`src/rtl/i2s_tx_pkg.sv`:
```
package i2s_tx_pkg;

  typedef struct packed {
    logic [1:0] wlen;
    logic       rjust;
    logic       dly;
    logic       lr_pol;
    logic       bck_pol;
    logic       master;
    logic       free_bck;
    logic       mdiv;
    logic [1:0] fdiv;
  } tx_cfg_t;

  localparam int unsigned SLOT_W = 7;
  localparam int unsigned BITS_W = 6;
  localparam int unsigned PH_W   = 3;

  function automatic logic [BITS_W-1:0] word_bits(input logic [1:0] code);
    case (code)
      2'd0:    return BITS_W'(16);
      2'd1:    return BITS_W'(24);
      default: return BITS_W'(32);
    endcase
  endfunction

  function automatic logic [SLOT_W-1:0] half_slots(input logic [1:0] code);
    case (code)
      2'd0:    return SLOT_W'(16);
      2'd1:    return SLOT_W'(32);
      default: return SLOT_W'(64);
    endcase
  endfunction

  function automatic logic [PH_W-1:0] slot_cycles(input logic code);
    return code ? PH_W'(4) : PH_W'(2);
  endfunction

endpackage

```
`src/rtl/i2s_tx_mclk_div.sv`:
```
module i2s_tx_mclk_div
  import i2s_tx_pkg::*;
(
  input  logic            clk_i,
  input  logic            rst_ni,
  input  logic            run_i,
  input  logic            act_i,
  input  logic [PH_W-1:0] ratio_i,
  output logic            tick_o,
  output logic            bck_raw_o
);

  logic [PH_W-1:0] ph_q;
  logic [PH_W-1:0] half_ph;

  assign half_ph = ratio_i >> 1;
  assign tick_o  = act_i && (ph_q == '0);

  always_ff @(posedge clk_i or negedge rst_ni) begin
    if (!rst_ni) begin
      ph_q      <= '0;
      bck_raw_o <= 1'b1;
    end else if (!run_i) begin
      ph_q      <= '0;
      bck_raw_o <= 1'b1;
    end else begin
      ph_q <= (ph_q >= ratio_i - PH_W'(1)) ? '0 : ph_q + PH_W'(1);
      // launch phase low, sample phase high
      if (ph_q == '0)          bck_raw_o <= 1'b0;
      else if (ph_q == half_ph) bck_raw_o <= 1'b1;
    end
  end

endmodule

```
`src/rtl/i2s_tx_ext_sync.sv`:
```
module i2s_tx_ext_sync #(
  parameter int unsigned STAGES = 2
) (
  input  logic clk_i,
  input  logic rst_ni,
  input  logic bck_i,
  input  logic lrck_i,
  input  logic bck_pol_i,
  input  logic lr_pol_i,
  output logic launch_o,
  output logic right_o
);

  localparam int unsigned DEPTH = STAGES + 1;

  logic [1:0] stg_q [DEPTH];

  always_ff @(posedge clk_i or negedge rst_ni) begin
    if (!rst_ni) stg_q[0] <= 2'b01;
    else         stg_q[0] <= {lrck_i, bck_i};
  end

  for (genvar k = 1; k < DEPTH; k++) begin : g_stage
    always_ff @(posedge clk_i or negedge rst_ni) begin
      if (!rst_ni) stg_q[k] <= 2'b01;
      else         stg_q[k] <= stg_q[k-1];
    end
  end

  logic raw_cur, raw_prv;
  assign raw_cur  = stg_q[STAGES-1][0] ^ bck_pol_i;
  assign raw_prv  = stg_q[STAGES][0]   ^ bck_pol_i;
  assign launch_o = raw_prv && !raw_cur;
  assign right_o  = stg_q[STAGES-1][1] ^ lr_pol_i;

endmodule

```
`src/rtl/i2s_tx_slot_ctr.sv`:
```
module i2s_tx_slot_ctr
  import i2s_tx_pkg::*;
(
  input  logic              clk_i,
  input  logic              rst_ni,
  input  logic              act_i,
  input  logic              tick_i,
  input  logic              master_i,
  input  logic [SLOT_W-1:0] half_i,
  input  logic              ext_right_i,
  output logic [SLOT_W-1:0] cur_slot_o,
  output logic              cur_right_o,
  output logic              frame_start_o
);

  logic [SLOT_W-1:0] slot_q;
  logic              right_q;
  logic              started_q;

  always_comb begin
    if (master_i) begin
      cur_slot_o  = slot_q;
      cur_right_o = right_q;
    end else if (!started_q || ext_right_i != right_q) begin
      cur_slot_o  = '0;
      cur_right_o = ext_right_i;
    end else begin
      cur_slot_o  = (slot_q == '1) ? slot_q : slot_q + SLOT_W'(1);
      cur_right_o = right_q;
    end
  end

  assign frame_start_o = (cur_slot_o == '0) && !cur_right_o;

  always_ff @(posedge clk_i or negedge rst_ni) begin
    if (!rst_ni) begin
      slot_q    <= '0;
      right_q   <= 1'b0;
      started_q <= 1'b0;
    end else if (!act_i) begin
      slot_q    <= '0;
      right_q   <= 1'b0;
      started_q <= 1'b0;
    end else if (tick_i) begin
      started_q <= 1'b1;
      if (!master_i) begin
        slot_q  <= cur_slot_o;
        right_q <= cur_right_o;
      end else if (slot_q == half_i - SLOT_W'(1)) begin
        slot_q  <= '0;
        right_q <= !right_q;
      end else begin
        slot_q  <= slot_q + SLOT_W'(1);
      end
    end
  end

endmodule

```
`src/rtl/i2s_tx_shifter.sv`:
```
module i2s_tx_shifter
  import i2s_tx_pkg::*;
#(
  parameter int unsigned SMP_W = 32
) (
  input  logic              clk_i,
  input  logic              rst_ni,
  input  logic              act_i,
  input  logic              tick_i,
  input  logic              frame_start_i,
  input  logic [SLOT_W-1:0] slot_i,
  input  logic              right_i,
  input  logic [BITS_W-1:0] bits_i,
  input  logic [SLOT_W-1:0] half_i,
  input  logic              rjust_i,
  input  logic              dly_i,
  input  logic              valid_i,
  input  logic [SMP_W-1:0]  left_i,
  input  logic [SMP_W-1:0]  right_word_i,
  input  logic              clr_i,
  output logic              ready_o,
  output logic              sd_o,
  output logic              lr_raw_o,
  output logic              underrun_o
);

  localparam int unsigned POS_W = SLOT_W + 1;

  logic [SMP_W-1:0] hold_l_q, hold_r_q;
  logic [SMP_W-1:0] new_l, new_r, word;
  logic             prev_q;
  logic             take, miss;

  assign ready_o = tick_i && frame_start_i;
  assign take    = ready_o && valid_i;
  assign miss    = ready_o && !valid_i;
  assign new_l   = valid_i ? left_i : '0;
  assign new_r   = valid_i ? right_word_i : '0;

  always_comb begin
    if (right_i)            word = frame_start_i ? new_r : hold_r_q;
    else if (frame_start_i) word = new_l;
    else                    word = hold_l_q;
  end

  // slot -> sample bit position
  logic [POS_W-1:0] pos, s_ext, h_ext, w_ext;
  logic             in_word, cur_bit;
  logic [SMP_W-1:0] shifted;

  always_comb begin
    s_ext = POS_W'(slot_i);
    h_ext = POS_W'(half_i);
    w_ext = POS_W'(bits_i);
    if (rjust_i) begin
      pos     = h_ext - POS_W'(1) - s_ext;
      in_word = (s_ext < h_ext) && (pos < w_ext);
    end else begin
      pos     = w_ext - POS_W'(1) - s_ext;
      in_word = (s_ext < w_ext);
    end
    shifted = word >> pos;
    cur_bit = in_word && shifted[0];
  end

  always_ff @(posedge clk_i or negedge rst_ni) begin
    if (!rst_ni) begin
      hold_l_q <= '0;
      hold_r_q <= '0;
    end else if (ready_o) begin
      hold_l_q <= new_l;
      hold_r_q <= new_r;
    end
  end

  always_ff @(posedge clk_i or negedge rst_ni) begin
    if (!rst_ni) begin
      sd_o     <= 1'b0;
      prev_q   <= 1'b0;
      lr_raw_o <= 1'b0;
    end else if (!act_i) begin
      sd_o     <= 1'b0;
      prev_q   <= 1'b0;
      lr_raw_o <= 1'b0;
    end else if (tick_i) begin
      sd_o     <= dly_i ? prev_q : cur_bit;
      prev_q   <= cur_bit;
      lr_raw_o <= right_i;
    end
  end

  always_ff @(posedge clk_i or negedge rst_ni) begin
    if (!rst_ni)    underrun_o <= 1'b0;
    else if (miss)  underrun_o <= 1'b1;
    else if (clr_i) underrun_o <= 1'b0;
  end

  logic unused_take;
  assign unused_take = take;

endmodule

```
`src/rtl/i2s_tx_serializer.sv`:
```
module i2s_tx_serializer
  import i2s_tx_pkg::*;
#(
  parameter int unsigned SMP_W       = 32,
  parameter int unsigned SYNC_STAGES = 2
) (
  input  logic             clk_i,
  input  logic             rst_ni,
  input  logic             glb_en_i,
  input  logic             ch_en_i,
  input  logic [1:0]       cfg_wlen_i,
  input  logic             cfg_rjust_i,
  input  logic             cfg_dly_i,
  input  logic             cfg_lr_pol_i,
  input  logic             cfg_bck_pol_i,
  input  logic             cfg_master_i,
  input  logic             cfg_free_bck_i,
  input  logic             cfg_mdiv_i,
  input  logic [1:0]       cfg_fdiv_i,
  input  logic             smp_valid_i,
  output logic             smp_ready_o,
  input  logic [SMP_W-1:0] smp_left_i,
  input  logic [SMP_W-1:0] smp_right_i,
  input  logic             ext_bck_i,
  input  logic             ext_lrck_i,
  output logic             bck_o,
  output logic             lrck_o,
  output logic             sd_o,
  output logic             underrun_o,
  input  logic             underrun_clr_i
);

  tx_cfg_t cfg_q;
  logic    active;

  assign active = glb_en_i && ch_en_i;

  // settings frozen while running
  always_ff @(posedge clk_i or negedge rst_ni) begin
    if (!rst_ni) cfg_q <= '0;
    else if (!active) cfg_q <= '{wlen: cfg_wlen_i, rjust: cfg_rjust_i, dly: cfg_dly_i,
                                 lr_pol: cfg_lr_pol_i, bck_pol: cfg_bck_pol_i,
                                 master: cfg_master_i, free_bck: cfg_free_bck_i,
                                 mdiv: cfg_mdiv_i, fdiv: cfg_fdiv_i};
  end

  logic mst_q, free_q, bpol_q, lpol_q;
  assign mst_q  = cfg_q.master;
  assign free_q = cfg_q.free_bck;
  assign bpol_q = cfg_q.bck_pol;
  assign lpol_q = cfg_q.lr_pol;

  logic [SLOT_W-1:0] half;
  logic [BITS_W-1:0] bits;
  logic [PH_W-1:0]   ratio;

  assign half  = half_slots(cfg_q.fdiv);
  assign bits  = word_bits(cfg_q.wlen);
  assign ratio = slot_cycles(cfg_q.mdiv);

  logic tick_m, bck_raw, launch_s, ext_right, tick;

  i2s_tx_mclk_div u_div (
    .clk_i     (clk_i),
    .rst_ni    (rst_ni),
    .run_i     (mst_q && (active || free_q)),
    .act_i     (mst_q && active),
    .ratio_i   (ratio),
    .tick_o    (tick_m),
    .bck_raw_o (bck_raw)
  );

  i2s_tx_ext_sync #(.STAGES(SYNC_STAGES)) u_sync (
    .clk_i     (clk_i),
    .rst_ni    (rst_ni),
    .bck_i     (ext_bck_i),
    .lrck_i    (ext_lrck_i),
    .bck_pol_i (bpol_q),
    .lr_pol_i  (lpol_q),
    .launch_o  (launch_s),
    .right_o   (ext_right)
  );

  assign tick = mst_q ? tick_m : (launch_s && active);

  logic [SLOT_W-1:0] cur_slot;
  logic              cur_right, frame_start;

  i2s_tx_slot_ctr u_slot (
    .clk_i         (clk_i),
    .rst_ni        (rst_ni),
    .act_i         (active),
    .tick_i        (tick),
    .master_i      (mst_q),
    .half_i        (half),
    .ext_right_i   (ext_right),
    .cur_slot_o    (cur_slot),
    .cur_right_o   (cur_right),
    .frame_start_o (frame_start)
  );

  logic lr_raw;

  i2s_tx_shifter #(.SMP_W(SMP_W)) u_shift (
    .clk_i         (clk_i),
    .rst_ni        (rst_ni),
    .act_i         (active),
    .tick_i        (tick),
    .frame_start_i (frame_start),
    .slot_i        (cur_slot),
    .right_i       (cur_right),
    .bits_i        (bits),
    .half_i        (half),
    .rjust_i       (cfg_q.rjust),
    .dly_i         (cfg_q.dly),
    .valid_i       (smp_valid_i),
    .left_i        (smp_left_i),
    .right_word_i  (smp_right_i),
    .clr_i         (underrun_clr_i),
    .ready_o       (smp_ready_o),
    .sd_o          (sd_o),
    .lr_raw_o      (lr_raw),
    .underrun_o    (underrun_o)
  );

  assign bck_o  = mst_q && (bck_raw ^ bpol_q);
  assign lrck_o = mst_q && (lr_raw ^ lpol_q);

endmodule

```
`config.mk`:
```
export PLATFORM = sky130hd
export DESIGN_NAME = i2s_tx_serializer
export DESIGN_NICKNAME = d
export VERILOG_FILES = /design/src/rtl/i2s_tx_pkg.sv /design/src/rtl/i2s_tx_mclk_div.sv /design/src/rtl/i2s_tx_ext_sync.sv /design/src/rtl/i2s_tx_slot_ctr.sv /design/src/rtl/i2s_tx_shifter.sv /design/src/rtl/i2s_tx_serializer.sv
export SDC_FILE = /design/constraint.sdc
export NUM_CORES = 1
export LEC_CHECK = 0
export ABC_CLOCK_PERIOD_IN_PS = 3760
export BUFFER_PORTS_ARGS = -buffer_cell sky130_fd_sc_hd__clkbuf_2
export CORE_MARGIN = 1
export CORE_UTILIZATION = 50
export DETAILED_ROUTE_END_ITERATION = 16
export PLACE_DENSITY = 0.74
export SYNTH_ARGS = -nofsm -noshare
export SYNTH_HDL_FRONTEND = slang
export SYNTH_SLANG_ARGS = --single-unit
```
`constraint.sdc`:
```
create_clock -name clk_i -period 3.76 [get_ports clk_i]
set_input_delay 0.752 -clock clk_i [delete_from_list [all_inputs] [get_ports clk_i]]
set_output_delay 0.752 -clock clk_i [all_outputs]
set_load 0.05 [all_outputs]
```
==> impl_metrics.tcl <==
set metrics [dict create \
    outcome "completed" \
    seq_power_share_pct 47.7 \
    port_buffers 87 \
    yosysWarnings 0 \
    layout_commonest_cell "nand2_1" \
    period_share_pct 93.1 \
    top_usage_layer "met2" \
    swShare_pct 31.6 \
    p_int_mw 2.02 \
    syn_nets 786 \
    setup_viol_count_final 0 \
    ant_nets 0 \
    area_delta_synth_final_pct 18.3 \
    place_area_um2 6430 \
    clock_latency_ns 0.35 \
    cts_root_buf "clkbuf_16" \
    yosysSeqAreaShare_pct 42.6 \
    via_per_inst 5.75 \
    yosysTopAreaCell "dfrtp_1" \
    die_h_um 109 \
    met3_usage_pct 4.12 \
    drive_above_1_share_pct 21.4 \
    synthTopCellsByArea "dfrtp_1 41%, nand2_1 11%, o21ai_0 6.8%" \
    finClkSkew_ns 0.00975 \
    grt_pass1_vias 5013 \
    crit_type "reg2reg" \
    num_antenna_cells 0 \
    hp-class "reg2reg" \
    cts.sinks 97 \
    synth_cells 687 \
    placementRows 38 \
    grt_start_max_net_pins 116 \
    rsz0062_at_grt "no" \
    synth_ff_type "dfrtp_1" \
    crit_required_ns 4.02 \
    crit_path_end_kind "flip-flop" \
    arrival_ns 3.76 \
    avgRoutedWirePerCell_um 16.5 \
    globalRouteMet1Util_pct 37.6 \
    final_area_um2 6750 \
    vias 5287 \
    gp_congestion 0.946 \
    htree_num_levels 3 \
    combPwrFrac_pct 23.3 \
    dr.pass1.iters 4 \
    dp_hpwl_um 11200 \
    slew-limit-headroom_pct 44.1 \
    syn-mean-instance-area_um2 8.30 \
    fmax_mhz 286 \
    dp_cells 901 \
    clk_path_buf_depth 2 \
    most-common-layout-cells "173 x nand2_1, 93 x dfrtp_1, 85 x clkbuf_2" \
    finalHoldViolations 0 \
    ir_drop_uv 356 \
    finalMaxSlewViolations 0 \
    dp_slack_ns 0.238 \
    crit_fanout 5 \
    synth_top_area_share_pct 40.8 \
    synth-seq-cells 97 \
    p_clk_share_pct 29.0 \
    die_w_um 109 \
    track_usage_pct 27.3 \
    drtIter0Drc 387 \
    io_pins 88 \
    switchingPower_uw 932 \
    start_util_pct 51.9 \
    drt_wl_total_um 15100 \
    dieArea_um2 11800 \
    holdWs_ns 0.364 \
    async_reset_ff_share_pct 100 \
    max_cap_viol_count 0 \
    final_cell_count_no_fill 920 \
    worst_pin_slew_ns 0.837 \
    min_period_ns 3.50 \
    path_clk_slew_ns 0.06 \
    fin_setup_tns_ns 0 \
    grt_overflow_total 0 \
    antenna_found_initial 0 \
    drc 0 \
    p_leak_nw 3.22 \
    cts_hold_buf 0 \
    nNetsFinal 874 \
    cts-buffers-inserted 9 \
    core_um2 11000 \
    p_per_area_nw_per_um2 438 \
    syn_area_um2 5710 \
    cts_tree "yes" \
    ys_types 67 \
    layout_setup_ws_ns 0.260 \
    use_met2_pct 43.4 \
    grt_pass1_wl_um 24800 \
    synth_edf_count 0 \
    cp-start-kind "flip-flop" \
]
==> cell type report <==
type	count	area [um^2]
inverters	23	86.3
clock inverters	3	18.8
well taps	140	175
clock buffers	13	250
multi-input cells	520	3050
repair buffers	124	743
flip-flops and latches	97	2430
fillers	986	4230
==> critical path, cell delays in order (launching register included) <==
cell and delay [ns]:
dfrtp_1 0.38, xnor3_2 0.49, buf_4 0.17, a21oi_4 0.16, nor3_1 0.07, nand2b_1 0.19
fa_1 0.52, inv_1 0.05, ha_1 0.17, nor3_1 0.16, o311ai_0 0.14, a311oi_1 0.26
a21oi_1 0.10, a311o_1 0.37, o31ai_2 0.18
==> flip-flops by register name, indices dropped and copies added (netlist names) <==
name and count:
u_shift.lr_raw_o 1, u_shift.underrun_o 1, free_q 1, u_slot.right_q 1, u_div.ph_q 3, u_slot.started_q 1, u_slot.slot_q 7, u_shift.sd_o 1
u_sync.stg_q 5, u_shift.hold_r_q 32, u_shift.hold_l_q 32, cfg_q 7, mst_q 1, lpol_q 1, bpol_q 1, u_div.bck_raw_o 1
u_shift.prev_q 1
==> path summary, 6_finish.rpt <==
kind	start	to	slack, ns	cells past startpoint
setup / recovery	lpol_q	u_shift.sd_o	0.26	14
setup reg to reg	lpol_q	u_shift.sd_o	0.26	14
hold reg to reg	u_sync.stg_q[4]	u_sync.stg_q[2]	0.36	0
hold / removal	u_sync.stg_q[4]	u_sync.stg_q[2]	0.36	0
min in group asynchronous	rst_ni	u_div.ph_q[2]	0.42	1
max in group asynchronous	rst_ni	u_sync.stg_q[0]	2.52	2
==> synth_stat cells, types with 4 or more instances <==
cell,n
nor2b_1,6
a31oi_1,5
buf_2,5
o21ai_0,77
a2111oi_0,4
nand3_1,18
nand2b_1,6
nand2_1,173
inv_1,23
nand4_1,5
a311o_1,4
o22ai_1,8
mux2_2,9
dfrtp_1,93
a211oi_1,9
nor2_1,33
o31ai_1,4
xor2_1,4
and3_1,6
nor3_1,14
ha_1,15
clkbuf_1,39
a311oi_1,4
a21oi_1,25
and2_1,14
xnor2_1,6
mux2i_1,13
dfstp_2,4
==> per-stage QoR <==
stage	total power [mW]	utilization, %
after floorplan	1.83	-
after global placement	2.07	58.6
after detailed placement	2.10	58.6
after CTS	2.96	61.0
after global routing	3.12	61.5
final	2.95	61.5
==> cell families (layout without fill, tap and decap cells) <==
logic type | Yosys count | after routing | synth area share (%)
muxes | 22 | 22 | 4.06
AOI/OAI and AO/OA | 178 | 178 | 20.0
adders and majority gates | 18 | 18 | 3.99
and+or+nand+nor | 290 | 290 | 22.6
buffers and inverters | 70 | 163 | 4.71
xor gates and xnor gates | 11 | 11 | 1.95
DFF | 97 | 97 | 42.6
other | 1 | 1 | 0.0657
==> power by group through the flow <==
stage | Sequential [mW] | Clock [mW] | Combinational (mW)
after floorplan | 1.37 | 0 | 0.461
after global placement | 1.41 | 0 | 0.653
after detailed placement | 1.42 | 0 | 0.677
after CTS | 1.41 | 0.874 | 0.680
after global routing | 1.43 | 0.913 | 0.778
final | 1.41 | 0.857 | 0.688
==> routing by layer <==
| metal | wire length, um | vias to the layer above | part of all wire (%) |
|---|---|---|---|
| li1 | - | 2578 | - |
| met1 | 6910 | 2503 | 46 |
| met2 | 7050 | 183 | 47 |
| met3 | 848 | 23 | 5.6 |
| met4 | 330 | 0 | 2.2 |
| met5 | 0 | - | 0 |
==> repair_timing <==
item | CTS | global route
resized for setup | 0 | 7
buffers inserted | 0 | 3
setup endpoints to repair | 0 | 3
Note: power is estimated with default switching activity, not from simulation.
